`config.mk`:
```
export PLATFORM = sky130hd
export DESIGN_NAME = gpio_flag_ctrl
export DESIGN_NICKNAME = d
export VERILOG_FILES = /design/src/rtl/gpio_flag_pkg.sv /design/src/rtl/gpio_flag_sync.sv /design/src/rtl/gpio_flag_regs.sv /design/src/rtl/gpio_flag_evt.sv /design/src/rtl/gpio_flag_ctrl.sv
export SDC_FILE = /design/constraint.sdc
export NUM_CORES = 1
export LEC_CHECK = 0
export ABC_AREA = 1
export BUFFER_PORTS_ARGS = -buffer_cell sky130_fd_sc_hd__buf_2
export CAP_MARGIN = 25
export CORE_MARGIN = 2
export CORE_UTILIZATION = 38
export DETAILED_ROUTE_END_ITERATION = 7
export PLACE_DENSITY = 0.67
export SLEW_MARGIN = 25
export SYNTH_ARGS = -nofsm -noshare
export SYNTH_HDL_FRONTEND = slang
export SYNTH_SLANG_ARGS = --single-unit
export TNS_END_PERCENT = 100
```
`constraint.sdc`:
```
create_clock -name clk_i -period 2 [get_ports clk_i]
set_clock_uncertainty 0.05 [all_clocks]
set_input_delay 0.4 -clock clk_i [delete_from_list [all_inputs] [get_ports clk_i]]
set_output_delay 0.4 -clock clk_i [all_outputs]
set_load 0.01 [all_outputs]
```
`src/rtl/gpio_flag_pkg.sv`:
```
package gpio_flag_pkg;
  localparam int unsigned REG_ADDR_W = 4;

  typedef enum logic [REG_ADDR_W-1:0] {
    A_DATA  = 4'd0,
    A_SET   = 4'd1,
    A_CLR   = 4'd2,
    A_TGL   = 4'd3,
    A_DIR   = 4'd4,
    A_MSET  = 4'd5,
    A_MCLR  = 4'd6,
    A_SENSE = 4'd7,
    A_BOTH  = 4'd8,
    A_PEND  = 4'd9
  } reg_addr_e;
endpackage

```
`src/rtl/gpio_flag_sync.sv`:
```
module gpio_flag_sync #(
  parameter int unsigned WIDTH  = 16,
  parameter int unsigned STAGES = 2
) (
  input  logic             clk_i,
  input  logic             rst_ni,
  input  logic [WIDTH-1:0] d_i,
  output logic [WIDTH-1:0] q_o
);
  logic [WIDTH-1:0] stage_q [STAGES];

  always_ff @(posedge clk_i or negedge rst_ni) begin
    if (!rst_ni) stage_q[0] <= '0;
    else         stage_q[0] <= d_i;
  end

  for (genvar g = 1; g < STAGES; g++) begin : g_stage
    always_ff @(posedge clk_i or negedge rst_ni) begin
      if (!rst_ni) stage_q[g] <= '0;
      else         stage_q[g] <= stage_q[g-1];
    end
  end

  assign q_o = stage_q[STAGES-1];
endmodule

```
`src/rtl/gpio_flag_regs.sv`:
```
module gpio_flag_regs
  import gpio_flag_pkg::*;
#(
  parameter int unsigned NUM_PINS = 16
) (
  input  logic                  clk_i,
  input  logic                  rst_ni,
  input  logic                  req_i,
  input  logic                  we_i,
  input  logic [REG_ADDR_W-1:0] addr_i,
  input  logic [NUM_PINS-1:0]   wdata_i,
  input  logic [NUM_PINS-1:0]   sync_i,
  input  logic [NUM_PINS-1:0]   pend_i,
  output logic [NUM_PINS-1:0]   rdata_o,
  output logic [NUM_PINS-1:0]   out_o,
  output logic [NUM_PINS-1:0]   dir_o,
  output logic [NUM_PINS-1:0]   mask_o,
  output logic [NUM_PINS-1:0]   sense_o,
  output logic [NUM_PINS-1:0]   both_o,
  output logic [NUM_PINS-1:0]   clr_o
);
  reg_addr_e addr;
  logic      wr;
  logic [NUM_PINS-1:0] out_q, dir_q, mask_q, sense_q, both_q;
  logic [NUM_PINS-1:0] out_d, mask_d;

  assign addr = reg_addr_e'(addr_i);
  assign wr   = req_i & we_i;

  always_comb begin
    out_d  = out_q;
    mask_d = mask_q;
    if (wr) begin
      unique case (addr)
        A_DATA:  out_d  = wdata_i;
        A_SET:   out_d  = out_q | wdata_i;
        A_CLR:   out_d  = out_q & ~wdata_i;
        A_TGL:   out_d  = out_q ^ wdata_i;
        A_MSET:  mask_d = mask_q | wdata_i;
        A_MCLR:  mask_d = mask_q & ~wdata_i;
        default: ;
      endcase
    end
  end

  always_ff @(posedge clk_i or negedge rst_ni) begin
    if (!rst_ni) begin
      out_q   <= '0;
      dir_q   <= '0;
      mask_q  <= '0;
      sense_q <= '0;
      both_q  <= '0;
    end else begin
      out_q  <= out_d;
      mask_q <= mask_d;
      if (wr && addr == A_DIR)   dir_q   <= wdata_i;
      if (wr && addr == A_SENSE) sense_q <= wdata_i;
      if (wr && addr == A_BOTH)  both_q  <= wdata_i;
    end
  end

  // clear alias also drops latched edge events
  assign clr_o = (wr && addr == A_CLR) ? wdata_i : '0;

  always_comb begin
    unique case (addr)
      A_DATA:         rdata_o = (dir_q & out_q) | (~dir_q & sync_i);
      A_DIR:          rdata_o = dir_q;
      A_MSET, A_MCLR: rdata_o = mask_q;
      A_SENSE:        rdata_o = sense_q;
      A_BOTH:         rdata_o = both_q;
      A_PEND:         rdata_o = pend_i;
      default:        rdata_o = '0;
    endcase
  end

  assign out_o   = out_q;
  assign dir_o   = dir_q;
  assign mask_o  = mask_q;
  assign sense_o = sense_q;
  assign both_o  = both_q;


  set_alias_chk: assert property (@(posedge clk_i) disable iff (!rst_ni)
    (req_i && we_i && addr_i == A_SET) |=> ((out_q & $past(wdata_i)) == $past(wdata_i)
      && (out_q & ~$past(wdata_i)) == ($past(out_q) & ~$past(wdata_i))));

  clr_alias_chk: assert property (@(posedge clk_i) disable iff (!rst_ni)
    (req_i && we_i && addr_i == A_CLR) |=> ((out_q & $past(wdata_i)) == '0
      && (out_q & ~$past(wdata_i)) == ($past(out_q) & ~$past(wdata_i))));

  tgl_alias_chk: assert property (@(posedge clk_i) disable iff (!rst_ni)
    (req_i && we_i && addr_i == A_TGL) |=> (out_q == ($past(out_q) ^ $past(wdata_i))));

  mask_set_chk: assert property (@(posedge clk_i) disable iff (!rst_ni)
    (req_i && we_i && addr_i == A_MSET) |=> ((mask_q & $past(wdata_i)) == $past(wdata_i)));

  mask_hold_chk: assert property (@(posedge clk_i) disable iff (!rst_ni)
    !(req_i && we_i && (addr_i == A_MSET || addr_i == A_MCLR)) |=> $stable(mask_q));
endmodule

```
`src/rtl/gpio_flag_evt.sv`:
```
module gpio_flag_evt #(
  parameter int unsigned NUM_PINS = 16
) (
  input  logic                clk_i,
  input  logic                rst_ni,
  input  logic [NUM_PINS-1:0] sync_i,
  input  logic [NUM_PINS-1:0] dir_i,
  input  logic [NUM_PINS-1:0] mask_i,
  input  logic [NUM_PINS-1:0] sense_i,
  input  logic [NUM_PINS-1:0] both_i,
  input  logic [NUM_PINS-1:0] clr_i,
  output logic [NUM_PINS-1:0] pend_o,
  output logic                irq_o
);
  logic [NUM_PINS-1:0] prev_q, latch_q, hit, event_v;
  logic                irq_q;

  for (genvar g = 0; g < NUM_PINS; g++) begin : g_pin
    logic rise, fall;
    assign rise   = sync_i[g] & ~prev_q[g];
    assign fall   = ~sync_i[g] & prev_q[g];
    assign hit[g] = sense_i[g] & ~dir_i[g] & (rise | (both_i[g] & fall));
    assign event_v[g] = ~dir_i[g] & (sense_i[g] ? latch_q[g] : sync_i[g]);
  end

  always_ff @(posedge clk_i or negedge rst_ni) begin
    if (!rst_ni) begin
      prev_q  <= '0;
      latch_q <= '0;
      irq_q   <= 1'b0;
    end else begin
      prev_q  <= sync_i;
      latch_q <= (latch_q & ~clr_i) | hit;  // new edge beats clear
      irq_q   <= |(event_v & mask_i);
    end
  end

  assign pend_o = event_v;
  assign irq_o  = irq_q;


  irq_masked_chk: assert property (@(posedge clk_i) disable iff (!rst_ni)
    (mask_i == '0) |=> !irq_o);

  out_pin_quiet_chk: assert property (@(posedge clk_i) disable iff (!rst_ni)
    (pend_o & dir_i) == '0);

  latch_hold_chk: assert property (@(posedge clk_i) disable iff (!rst_ni)
    (clr_i == '0) |=> ((latch_q & $past(latch_q)) == $past(latch_q)));
endmodule

```
`src/rtl/gpio_flag_ctrl.sv`:
```
module gpio_flag_ctrl
  import gpio_flag_pkg::*;
#(
  parameter int unsigned NUM_PINS    = 16,
  parameter int unsigned SYNC_STAGES = 2
) (
  input  logic                  clk_i,
  input  logic                  rst_ni,
  input  logic                  req_i,
  input  logic                  we_i,
  input  logic [REG_ADDR_W-1:0] addr_i,
  input  logic [NUM_PINS-1:0]   wdata_i,
  output logic [NUM_PINS-1:0]   rdata_o,
  input  logic [NUM_PINS-1:0]   pad_i,
  output logic [NUM_PINS-1:0]   pad_o,
  output logic [NUM_PINS-1:0]   pad_oe_o,
  output logic                  irq_o
);
  logic [NUM_PINS-1:0] sync, pend, out, dir, mask, sense, both, clr;

  gpio_flag_sync #(.WIDTH(NUM_PINS), .STAGES(SYNC_STAGES)) u_sync (
    .clk_i(clk_i), .rst_ni(rst_ni), .d_i(pad_i), .q_o(sync)
  );

  gpio_flag_regs #(.NUM_PINS(NUM_PINS)) u_regs (
    .clk_i(clk_i), .rst_ni(rst_ni), .req_i(req_i), .we_i(we_i),
    .addr_i(addr_i), .wdata_i(wdata_i), .sync_i(sync), .pend_i(pend),
    .rdata_o(rdata_o), .out_o(out), .dir_o(dir), .mask_o(mask),
    .sense_o(sense), .both_o(both), .clr_o(clr)
  );

  gpio_flag_evt #(.NUM_PINS(NUM_PINS)) u_evt (
    .clk_i(clk_i), .rst_ni(rst_ni), .sync_i(sync), .dir_i(dir),
    .mask_i(mask), .sense_i(sense), .both_i(both), .clr_i(clr),
    .pend_o(pend), .irq_o(irq_o)
  );

  assign pad_o    = out;
  assign pad_oe_o = dir;


  dir_write_chk: assert property (@(posedge clk_i) disable iff (!rst_ni)
    (req_i && we_i && addr_i == A_DIR) |=> (pad_oe_o == $past(wdata_i)));
endmodule

```
==> impl_metrics.csv <==
group,metric,value,unit
detailed_routing,wl_per_cell,15.8,um
grt,grt_usage,0.206,
setup_path,start_kind,"register",
sta,drv_slew,0,
power,p_leak,4.61,nW
logic_synthesis,synth_nets,973,
placed_design,dpl.hpwl,14300,um
power,ir_worst_vdd,595,uV
sta,grt_setup_unrepaired,"yes",
cells_and_area,area_growth,25.4,%
power,p_int,6.36,mW
cells_and_area,layout_commonest_cell,"nand2_1",
grt,grt_max_degree,46,
power,p_seq_frac,0.419,
power,p_per_area,975,nW/um2
floorplan,start_util,0.387,
grt,antenna_found_initial,0,
clock_tree,insertion_delay,0.44,ns
sta,max-slew-margin-rel,0.695,
setup_path,r2r-end,"u_evt.irq_o",
logic_synthesis,yosys.area_share.xor_xnor,0,
setup_path,reg2reg_from,"u_regs.sense_o[2]",
cells_and_area,n_antenna_cell,0,
clock_tree,clock_sinks,145,
logic_synthesis,yosysSeqAreaShare,0.481,
floorplan,die_area,21000,um2
placed_design,place.gp.congestion,0.823,
logic_synthesis,synth_edf_count,0,
detailed_routing,route.detailed.drc,0,
power,switching_share,0.311,
detailed_routing,vias_per_cell,4.98,
min_path,whs_path_depth,1,
setup_path,path_max_fanout,3,
setup_path,worstPathRequired,1.55,ns
clock_tree,clk_pin_slew,0.07,ns
detailed_routing,first_pass_iters,5,
grt,grt_pass1_wl,32500,um
sta,tightest_slew,0.457,ns
power,clkPwrFrac,0.380,
clock_tree,h-tree-depth,4,
setup_path,arrival,1.55,ns
power,p_comb_frac,0.202,
cells_and_area,nFillCells,1840,
logic_synthesis,synth_compound_area_frac,0.158,
min_path,min_from,"pad_i[12]",
setup_path,r2r_cells,10,
logic_synthesis,ys.flop_type,"dfrtp_1",
sta,fin_tns_setup,0,ns
sta,setup_viol,0,
cells_and_area,fin_area,9450,um2
min_path,min_path_type,"in2reg",
grt,grt_pass1_vias,6147,
clock_tree,clockBufferDepth,2,
grt,grt_overflow,0,
floorplan,dieHeight,145,um
logic_synthesis,ys_seq_elements,145,
detailed_routing,final_antenna_net_count,0,
logic_synthesis,synth_fa_ha_area_frac,0.0531,
clock_tree,cts_tree,"built",
cells_and_area,fin_util,0.486,
run,maxCapViolCount,0,
sta,fmax,500,MHz
cells_and_area,nets,1118,
logic_synthesis,synthMuxAreaShare,0,
logic_synthesis,synth_simple_gate_area_share,0.229,
sta,final.period_utilization,1.00,
setup_path,crit_path_end_kind,"output port",
setup_path,critical_path_class,"reg2out",
sta,hold_viol_final,0,
placed_design,placed_area,8520,um2
floorplan,core_area,19500,um2
clock_tree,clock-root-buffer,"clkbuf_16",
detailed_routing,drtIter0Drc,526,
floorplan,fp.dieW,145,um
logic_synthesis,synth_cell_type_count,30,
cells_and_area,drive_gt1_frac,0.256,
setup_path,startpoint,"u_sync.q_o[9]",
clock_tree,cts_buffers,17,
logic_synthesis,postSynthAreaPerCell,8.37,um2
logic_synthesis,async_reset_ff_frac,1.00,
placed_design,numPortBuffers,88,
sta,period_minus_slack,2.00,ns
logic_synthesis,yosys_warnings,0,
setup_path,r2r_setup_slack,0.56,ns
power,power.switching,2.86,mW
floorplan,rows,51,
detailed_routing,vias,6595,
detailed_routing,routed_wl,20900,um
min_path,min_to,"u_sync.stage_q[28]",
logic_synthesis,netlist_area,7540,um2
logic_synthesis,synth_top_family_by_area,"simple AND/OR/NAND/NOR gates",
floorplan,num_io_pins,89,
outcome,outcome,"completed",
logic_synthesis,syn_inst,901,
cells_and_area,mostFrequentLayoutCells,"239 x nand2_1, 137 x dfrtp_1, 87 x buf_2, 86 x inv_1, 82 x nand3_1",
==> cells by family (layout without fill, tap and decap cells) <==
| family | Yosys count | count (layout) |
|---|---|---|
| compound gates | 204 | 204 |
| fa+ha+maj | 32 | 32 |
| buf+inv | 128 | 286 |
| flops | 145 | 145 |
| simple gates | 392 | 392 |
==> Yosys cell counts, types with 5 or more instances <==
cell / count / area share
a21oi_1: 40 / 0.027
a22oi_1: 7 / 0.0070
buf_2: 10 / 0.0066
buf_6: 9 / 0.013
dfrtp_1: 145 / 0.48
ha_1: 32 / 0.053
inv_1: 95 / 0.047
inv_2: 5 / 0.0025
nand2_1: 251 / 0.12
nand3_1: 82 / 0.054
nand4_1: 5 / 0.0041
nor2_1: 36 / 0.018
o21a_1: 15 / 0.015
o21ai_0: 85 / 0.056
o21ai_1: 23 / 0.015
o21ai_2: 29 / 0.034
==> power by group through the flow <==
| stage | combinational (mW) | clock (mW) | sequential (mW) |
|---|---|---|---|
| finish | 1.86 | 3.50 | 3.86 |
| global route | 2.13 | 3.66 | 3.92 |
| CTS | 1.72 | 3.56 | 3.83 |
| detailed placement | 1.68 | 0 | 3.88 |
| global placement | 1.64 | 0 | 3.88 |
| floorplan | 1.05 | 0 | 3.82 |
==> metrics by stage <==
stage / hold WS, ns / power, mW / std cells / setup WS [ns]
2_1_floorplan: 0.0544 / 4.86 / 901 / 0.210
3_3_place_gp: 0.243 / 5.52 / 1268 / 0.00408
6_report: 0.00909 / 9.22 / 1324 / 0.000888
5_1_grt: 0.00434 / 9.71 / 1324 / -0.127
4_1_cts: 0.000000111 / 9.12 / 1307 / -0.0139
3_5_place_dp: 0.244 / 5.56 / 1268 / -0.00121
==> worst max-delay path, cell delays in order (launching register included) <==
cell and delay [ns]:
dfrtp_1 0.41, nand2_1 0.08, nand2_1 0.06, nand2_1 0.07, nor2_1 0.04, a21oi_1 0.11, nand4_1 0.15, buf_2 0.19
==> cell type report <==
cell class / instances / area, um2 / area share
Tap cell: 265 / 332 / 0.0351
Multi-Input combinational cell: 628 / 3380 / 0.358
Clock inverter: 13 / 200 / 0.0212
Inverter: 102 / 398 / 0.0421
Timing Repair Buffer: 152 / 1050 / 0.111
Sequential cell: 145 / 3640 / 0.385
Clock buffer: 19 / 453 / 0.0479
==> routing by layer <==
| metal | routed length, um | vias to the layer above | global-route usage |
|---|---|---|---|
| met2 | 9980 | 198 | 0.332 |
| met5 | 0 | - | 0 |
| met3 | 1190 | 41 | 0.0438 |
| met4 | 592 | 0 | 0.0818 |
| li1 | - | 3239 | - |
| met1 | 9120 | 3117 | 0.271 |
==> worst max-delay path by stage <==
stage / end / slack, ns / cells after the start
6_report: rdata_o[9] / 0.0009 / 7
5_1_grt: rdata_o[7] / -0.13 / 8
4_1_cts: rdata_o[9] / -0.01 / 8
3_5_place_dp: rdata_o[1] / -0.001 / 9
3_3_place_gp: rdata_o[11] / 0.004 / 9
2_1_floorplan: rdata_o[13] / 0.21 / 8
==> what timing repair did <==
item | in CTS | in global routing
setup endpoints to repair | 5 | 16
hold buffers | 4 | 0
pin swaps | 1 | 27
buffers inserted | 3 | 17
resized for setup | 1 | 47
endpoints found under the hold margin | 27 | 0
No activity file was read; power rests on OpenSTA's default activity.
